$ cat config.mk
export PLATFORM = sky130hd
export DESIGN_NAME = bounds_check_unit
export DESIGN_NICKNAME = d
export VERILOG_FILES = /design/src/rtl/bc_pkg.sv /design/src/rtl/bc_range_cmp.sv /design/src/rtl/bc_flag_eval.sv /design/src/rtl/bounds_check_unit.sv
export SDC_FILE = /design/constraint.sdc
export NUM_CORES = 1
export LEC_CHECK = 0
export ABC_AREA = 1
export BUFFER_PORTS_ARGS = -buffer_cell sky130_fd_sc_hd__buf_2
export CAP_MARGIN = 25
export CORE_ASPECT_RATIO = 0.75
export CORE_MARGIN = 4
export CORE_UTILIZATION = 55
export CTS_CLUSTER_SIZE = 16
export DETAILED_ROUTE_END_ITERATION = 10
export PLACE_DENSITY = 0.86
export SYNTH_ARGS = -nofsm -noshare
export SYNTH_HDL_FRONTEND = slang
export SYNTH_SLANG_ARGS = --single-unit
$ cat constraint.sdc
create_clock -name clk -period 3.75 [get_ports clk]
set_input_delay 0 -clock clk [delete_from_list [all_inputs] [get_ports clk]]
set_output_delay 0 -clock clk [all_outputs]
set_load 0.01 [all_outputs]
$ cat src/rtl/bc_pkg.sv
package bc_pkg;
    typedef enum logic {
        BC_SINGLE = 1'b0,
        BC_DUAL   = 1'b1
    } bc_mode_e;

    typedef enum logic {
        ST_IDLE   = 1'b0,
        ST_RESULT = 1'b1
    } bc_state_e;

    typedef struct packed {
        logic trap;
        logic n;
        logic z;
        logic c;
        logic wen;
        logic wez;
        logic wec;
    } bc_result_t;
endpackage

$ cat src/rtl/bc_range_cmp.sv
module bc_range_cmp #(
    parameter int WIDTH = 32
) (
    input  logic signed [WIDTH-1:0] val,
    input  logic signed [WIDTH-1:0] lo,
    input  logic signed [WIDTH-1:0] hi,
    output logic                    below_lo,
    output logic                    above_hi,
    output logic                    at_lo,
    output logic                    at_hi,
    output logic                    inverted
);
    always_comb begin
        below_lo = val < lo;
        above_hi = val > hi;
        at_lo    = val == lo;
        at_hi    = val == hi;
        inverted = lo > hi;
    end
endmodule

$ cat src/rtl/bc_flag_eval.sv
module bc_flag_eval
    import bc_pkg::*;
#(
    parameter int WIDTH = 32
) (
    input  bc_mode_e                mode,
    input  logic signed [WIDTH-1:0] val,
    input  logic signed [WIDTH-1:0] lo,
    input  logic signed [WIDTH-1:0] hi,
    output bc_result_t              res
);
    localparam logic signed [WIDTH-1:0] ZERO = '0;

    logic signed [WIDTH-1:0] eff_lo;
    logic below_lo, above_hi, at_lo, at_hi, inverted;
    logic is_neg, carry;

    // single-bound mode is the dual rule with the lower bound pinned at zero
    assign eff_lo = (mode == BC_SINGLE) ? ZERO : lo;
    assign is_neg = val[WIDTH-1];

    bc_range_cmp #(.WIDTH(WIDTH)) cmp_i (
        .val      (val),
        .lo       (eff_lo),
        .hi       (hi),
        .below_lo (below_lo),
        .above_hi (above_hi),
        .at_lo    (at_lo),
        .at_hi    (at_hi),
        .inverted (inverted)
    );

    always_comb begin
        carry = inverted ? (above_hi & below_lo) : (above_hi | below_lo);
        res   = '0;
        unique case (mode)
            BC_SINGLE: begin
                res.n    = is_neg;
                res.c    = carry;
                res.wen  = 1'b1;
                res.wec  = 1'b1;
                res.trap = is_neg | above_hi;
            end
            BC_DUAL: begin
                res.z    = at_lo | at_hi;
                res.c    = carry;
                res.wez  = 1'b1;
                res.wec  = 1'b1;
                res.trap = carry;
            end
            default: res = '0;
        endcase
    end
endmodule

$ cat src/rtl/bounds_check_unit.sv
module bounds_check_unit
    import bc_pkg::*;
#(
    parameter int WIDTH = 32
) (
    input  logic             clk,
    input  logic             rst_n,
    input  logic             in_valid,
    input  logic             mode_dual,
    input  logic [WIDTH-1:0] value,
    input  logic [WIDTH-1:0] lower,
    input  logic [WIDTH-1:0] upper,
    output logic             out_valid,
    output logic             flag_n,
    output logic             flag_z,
    output logic             flag_c,
    output logic             we_n,
    output logic             we_z,
    output logic             we_c,
    output logic             trap_req
);
    bc_state_e  state_q, state_d;
    bc_result_t eval_res, res_q, res_out;

    bc_flag_eval #(.WIDTH(WIDTH)) eval_i (
        .mode (bc_mode_e'(mode_dual)),
        .val  ($signed(value)),
        .lo   ($signed(lower)),
        .hi   ($signed(upper)),
        .res  (eval_res)
    );

    always_comb begin
        unique case (state_q)
            ST_IDLE:   state_d = in_valid ? ST_RESULT : ST_IDLE;
            ST_RESULT: state_d = in_valid ? ST_RESULT : ST_IDLE;
            default:   state_d = ST_IDLE;
        endcase
    end

    always_ff @(posedge clk) begin
        if (!rst_n) begin
            state_q <= ST_IDLE;
            res_q   <= '0;
        end else begin
            state_q <= state_d;
            res_q   <= in_valid ? eval_res : '0;
        end
    end

    always_comb begin
        unique case (state_q)
            ST_RESULT: res_out = res_q;
            ST_IDLE:   res_out = '0;
            default:   res_out = '0;
        endcase
        out_valid = (state_q == ST_RESULT);
        flag_n    = res_out.n;
        flag_z    = res_out.z;
        flag_c    = res_out.c;
        we_n      = res_out.wen;
        we_z      = res_out.wez;
        we_c      = res_out.wec;
        trap_req  = res_out.trap;
    end
endmodule

# Word level (Yosys, flattened, before mapping)
# Index checks and enable logic that the tools add are counted.
# classes
n_lt_le_gt_ge	3
n_eq_ne	2
mux	7
bitwise	8
n_reduce_logical	3
# op_table
operator	count
32-bit equality test	2
32-bit greater-than comparator	2
32-bit < comparator	1
32-bit two-way mux	1
7-bit case mux with 2 select lines	1
1-bit two-way mux	4
1-bit inverter	4
1-bit bitwise OR	3
3-bit AND reduction	1
3-bit OR reduction	1
1-bit case mux with 2 select lines	1
2-bit AND reduction	1
1-bit AND	1
# word_totals
register_bits	8
inputBits	100
wordCells	31

# Depth between registers and ports, before layout
# Gate-level depths: netlist of the first run.
# depth
depth_word	5
mapped_depth	22
depth_no_buf	21

# Hierarchy
# Synthesis of the first run repeated with hierarchy kept, for this count alone.
# unflattened
cells_unflattened	507
area_unflattened_um2	3101.7
# modules_own_cells
module	n_inst	cells_each	area_each_um2	seq_area_each_um2
bc_range_cmp	1	383	2446.1	0.0
bc_flag_eval	1	86	380.4	0.0
bounds_check_unit	1	38	275.3	160.2

# Worst setup path before layout of the first run
# Ideal clock, no wire load.
# synth_timing
path_kind	input to register
startpoint	in mode_dual
endpoint	reg res_q[6] (netlist bit)
t_arrival_ns	1.750
required_time_ns	3.638
setup_slack_ns	1.888
path_stages	17
n_path_buf	2
cell_sequence	clkbuf_1 clkbuf_1 nand2_1 inv_1 ha_1 a21oi_1 nor2_1 nor2_1 nand2_1 a21oi_1 a21oi_1 nor2_1 nand2_1 nand2_1 nand2_1 nand2_1 nand2_1
# synth_between
elab_chain_cells	5
# synth_rtl
item	line_no	rtl
start: declaration	bounds_check_unit.sv:9	input logic mode_dual,
32-bit two-way mux	bc_flag_eval.sv:19	assign eff_lo = (mode == BC_SINGLE) ? ZERO : lo;
32-bit < comparator	bc_range_cmp.sv:14	below_lo = val < lo;
1-bit bitwise OR / 1-bit AND (equally long branches)	bc_flag_eval.sv:34	carry = inverted ? (above_hi & below_lo) : (above_hi | below_lo);
1-bit two-way mux	bc_flag_eval.sv:34	
1-bit case mux with 2 select lines *	bc_flag_eval.sv:36	unique case (mode)
end signal: assignment	bounds_check_unit.sv:47	res_q <= in_valid ? eval_res : '0;
end: declaration	bounds_check_unit.sv:23	bc_result_t eval_res, res_q, res_out;
# Mark *: on every way between the ends. The rest lies on a longest branch, timed or not.
# A chain may end at the register's enable or synchronous reset.

# Worst setup path after layout of the first run
# Same ends and word-level chain as after synthesis.

==> results.toml, run 1 <==
[run]
cap_violations = 0

[grt]
grt_max_degree = 35
gr-usage-all-layers = 0.231
grt_pass1_wl_um = 12600
grt_overflow = 0
antenna_found_initial = 0
grt_pass1_vias = 3096

[synth]
ys_warn_count = 0
ys_ff_latch = 7
synth_area_leaders = "ha_1 42%, nand2_1 17%, inv_1 12%"
yosys.area.top_type = "ha_1"
syn_area_um2 = 2870
synth_compound_area_frac = 0.122
post-synth-top-area-fraction = 0.419
synth-xor-area-share = 0
synthSimpleGateAreaFrac = 0.276
synthMuxAreaShare = 0
synthAdderAreaFrac = 0.419
syn-instance-count = 460
syn_nets = 656
synth_cell_types = 24
syn-mean-instance-area_um2 = 6.23
synth_top_family_by_area = "adder cells"
ys_seq_area_frac = 0.0489

[critical_path]
cp_data_arrival_time_ns = 2.14
path_max_fanout = 34
start_kind = "input port"
cp-startpoint = "mode_dual"
worst_setup_path_end_kind = "flip-flop"
cp.required_ns = 3.88
worstSetupPathType = "input port to flip-flop"
crit_path_end = "res_q[6]"

[finish]
multiInputGateArea_um2 = 2340
largest_reg_flops = 7
ff_latch_area_um2 = 140
regMostFlops = "res_q"
nNetsFinal = 763
final_cell_mix = "132 x nand2_1, 107 x buf_2, 96 x ha_1"
antenna_cells = 0
reg_top3 = "res_q (7)"
drive_above_1_share = 0.210
layout_commonest_cell = "nand2_1"
fill_cells = 423
fin_area_um2 = 3500
area_growth_pct = 22.1

[clock_network]
root_buffer = "clkbuf_8"
clockBufferDepth = 2
clk_pin_slew_ns = 0.04
cts-buffers-inserted = 3
cts_tree = "yes"
cts_resized = 0
holdBufCountCts = 0
clkSinkCount = 7
post-cts-setup-buffers = 0
h-tree-depth = 1

[detailed_routing]
drt_iter0_drc = 90
wl_per_cell_um = 11.7
vias_per_cell = 5.02
ant_nets = 0
via_count = 3141
dr.pass1.iters = 4
drc = 0
wl_um = 7340

[placed_design]
dp_slack_ns = 1.54
port-buffer-count = 107
dp_hpwl_um = 6750
postPlaceCellArea_um2 = 3450
gp_congestion = 0.853

[sta]
report.final.slew_viol_count = 0
max-slew-margin-rel = 0.580
setup_violations = 0
fin_crit_ns = 2.01
worstMarginPinSlew_ns = 0.630
fmax_ghz = 0.496
rsz0062_at_grt = "false"
fin_crit_sh = 0.537
fin_tns_setup_ns = 0
hold_violations = 0
timing.hold.ws_ns = 0.0611
worst_slack_ns = 1.74

[floorplan]
fp.dieArea_um2 = 6440
dieWidth_um = 91.3
fp.coreArea_um2 = 4950
rows = 22
start_util = 0.578
die_y_um = 70.5
io_pins = 108

[power]
ir_drop_mv = 0.0870
p_total_mw = 0.531
power.leakage_nw = 2.40
pwr_density_cell_nw_per_um2 = 152

[run_status]
status = "completed"

[min_path]
min_path_type = "input port to flip-flop"
worst max-delay path, stage by stage:
cell     delay, ns
buf_2         0.49
nand2_1       0.19
inv_1         0.10
ha_1          0.24
a21oi_1       0.17
o21a_1        0.14
nand2_1       0.07
a21oi_1       0.23
a21oi_1       0.11
nor2_1        0.12
nand2_1       0.06
nand2_1       0.07
nand2_1       0.05
nand2_1       0.05
nand2_1       0.04
through the flow:
| step | utilization | cells |
|---|---|---|
| floorplan | - | 460 |
| global placement | 0.697 | 622 |
| detailed placement | 0.697 | 622 |
| CTS | 0.706 | 626 |
| global route | 0.706 | 626 |
| finish | 0.706 | 626 |
worst min path at each step:
stage,start,slack (ns),cells after the start,to
finish,in_valid,0.06,3,res_q[0]
detailed placement,in_valid,0.29,3,res_q[0]
global placement,in_valid,0.28,3,res_q[0]
global route,value[31],0.07,3,res_q[5]
CTS,in_valid,0.06,3,res_q[0]
floorplan,value[31],0.13,2,res_q[5]
layout make-up:
| class | count | share of cell area |
|---|---|---|
| sequential | 7 | 0.0400 |
| clock inverter | 1 | 0.00143 |
| timing repair buffer | 107 | 0.153 |
| clock buffer | 3 | 0.0118 |
| multi-input combinational | 352 | 0.669 |
| tap | 60 | 0.0215 |
| inverter | 96 | 0.103 |
cell families after synthesis:
family / count (synthesis)
simple gates: 191
buf+inv: 101
fa+ha+maj: 96
compound gates: 65
flops: 7
power breakdown:
group / internal, mW / switching [mW] / leakage, nW / total [mW]
combinational: 0.150 / 0.194 / 2.32 / 0.343
clock: 0.0722 / 0.0359 / 0.0255 / 0.108
sequential: 0.0782 / 0.00176 / 0.0573 / 0.0800
total: 0.300 / 0.231 / 2.40 / 0.531
cells in the mapped netlist:
master and instances:
buf_4 1, nand4_1 12, a21oi_1 46, nand2_2 1, o21ai_1 2, nor2_2 1, inv_2 2, clkinv_1 1
a211oi_1 1, nor4_4 1, nand2_4 1, nand3b_1 1, nand2_1 132, o21ai_0 8, o21a_1 2, nor2_1 34
o21a_2 1, a21o_1 4, a21oi_2 1, ha_1 96, inv_1 93, nand3_1 8, clkbuf_1 4, dfxtp_1 7
metal layers:
metal	wire, µm	track usage
met1	3560	0.313
met4	80	0.0485
met3	480	0.0377
met5	0	0
met2	3210	0.386
(Power assumes the default switching activity.)
==> run 2: changes to the inputs <==
CORE_UTILIZATION = 51   (was 55)
PLACE_DENSITY = 0.81   (was 0.86)
clock period = 1.95 ns   (was 3.75 ns; I/O delays follow)
==> run 2 against run 1 <==
  * Die area up 7.0%
  * Non-clock buffer count up 2
  * Largest cell class unchanged
  * Critical endpoint unchanged
  * Highest routed layer unchanged
  * Count of clock-buffer cells in the layout unchanged
  * Sequential cell count unchanged
  * First-iteration DRC count up 14%
==> results.toml, run 2 (synthesis results as in run 1) <==
[finish]
drive_above_1_share = 0.215
reg_top3 = "res_q (7)"
regMostFlops = "res_q"
final_cell_mix = "132 x nand2_1, 107 x buf_2, 96 x ha_1"
area_growth_pct = 23.8
largest_reg_flops = 7
nNetsFinal = 765
postLayoutCoreUtil = 0.659
layout_commonest_cell = "nand2_1"
antenna_cells = 0

[critical_path]
crit_slowest_cell = "ha_1"
critical_path.cell_chain = "buf_2 > buf_12 > nand2_1 > inv_1 > ha_1 > a21oi_1 > o21a_1 > nand2_1 > a21oi_1 > a21oi_1 > nor2_1 > nand2_1 > nand2_1 > nand2_1 > nand2_1 > nand2_1"
path_max_fanout = 18
worst_setup_path_end_kind = "flip-flop"
worstSetupPathType = "input port to flip-flop"
crit_buf_inv = 3
cp_data_arrival_time_ns = 1.83
crit_path_max_incr_delay_ns = 0.29
cp.required_ns = 2.07
cpMostUsedCell = "nand2_1"
start_kind = "input port"
crit_family = "compound AO/OA/AOI/OAI gates"

[floorplan]
fp.coreArea_um2 = 5380
rows = 23
die_y_um = 72.9
dieWidth_um = 94.6
fp.dieArea_um2 = 6890
start_util = 0.532
io_pins = 108

[power]
power.share.sequential = 0.151
power.switching_mw = 0.437
power.leakage_nw = 2.41
intPower_mw = 0.582
p_total_mw = 1.02
pwr_density_cell_nw_per_um2 = 287
swShare = 0.429
clockPowerShare = 0.198
ir_drop_mv = 0.218
p_comb_frac = 0.651

[detailed_routing]
vias_per_cell = 4.82
wl_per_cell_um = 11.4
wl_um = 7360
ant_nets = 0
drt_iter0_drc = 103
via_count = 3098
drc = 0
dr.pass1.iters = 4

[clock_network]
cts-buffers-inserted = 3
clkSinkCount = 7
cts_tree = "yes"
clockBufferDepth = 2
root_buffer = "clkbuf_8"
clk_pin_slew_ns = 0.04
post-cts-setup-buffers = 0
h-tree-depth = 1

[grt]
grt_pass1_wl_um = 12200
antenna_found_initial = 0
gr-usage-all-layers = 0.213
grt_pass1_vias = 2913
grt_max_degree = 19
grt_overflow = 0

[run_status]
status = "completed"

[placed_design]
port-buffer-count = 107
gp_congestion = 0.902
dp_hpwl_um = 6780

[min_path]
min_path_type = "input port to flip-flop"

[sta]
fin_tns_setup_ns = 0
report.final.slew_viol_count = 0
setup_violations = 0
worstMarginPinSlew_ns = 0.289
rsz0062_at_grt = "false"
fmax_ghz = 0.585
max-slew-margin-rel = 0.806
fin_crit_ns = 1.71
hold_violations = 0
fin_crit_sh = 0.877

[run]
cap_violations = 0
-- run 2: cell count changes in the layout (fill, tap and decap cells not counted) --
| cell | previous run | this run |
|---|---|---|
| nor2_1 | 34 | 33 |
| buf_4 | 0 | 1 |
| buf_12 | 0 | 1 |
| nor2_2 | 1 | 2 |
-- run 2: area by class of cell --
type / instances / area [µm²]
sequential: 7 / 140
clock buffer: 3 / 41.3
inverter: 96 / 360
fill: 509 / 1830
clock inverter: 1 / 5.00
tap: 75 / 93.8
timing repair buffer: 109 / 563
multi-input combinational: 352 / 2340
-- run 2: worst paths after layout --
| check | cells after the start | endpoint | from |
|---|---|---|---|
| worst min-delay path | 3 | res_q[0] | in_valid |
| worst max-delay path | 16 | res_q[6] | mode_dual |
-- run 2: power groups by stage --
stage	Clock (mW)	Sequential [mW]	Combinational, mW
4_1_cts	0.204	0.154	0.663
6_report	0.201	0.154	0.664
5_1_grt	0.217	0.154	0.780
3_5_place_dp	0	0.156	0.656
2_1_floorplan	0	0.156	0.425
3_3_place_gp	0	0.156	0.634
-- run 2: layer usage --
layer	part of all wire	global-route usage	up-vias
li1	-	-	1707
met2	0.42	0.352	97
met4	0.0037	0.0144	0
met5	0	0	-
met3	0.079	0.0227	4
met1	0.50	0.313	1290
-- run 2: what timing repair did --
action / 4_1_cts / 5_1_grt
endpoints found under the setup margin: 0 / 1
hold buffers: 0 / 0
resized for setup: 0 / 1
-- run 2: per-stage QoR --
step	cells	area (µm²)	hold slack, ns	setup slack (ns)
after floorplan	460	2870	0.133	0.0876
after global placement	639	3500	0.271	0.0469
after detailed placement	639	3500	0.282	-0.00718
after CTS	643	3550	0.0493	0.230
after global routing	643	3550	0.0703	0.0152
final	643	3550	0.0451	0.240
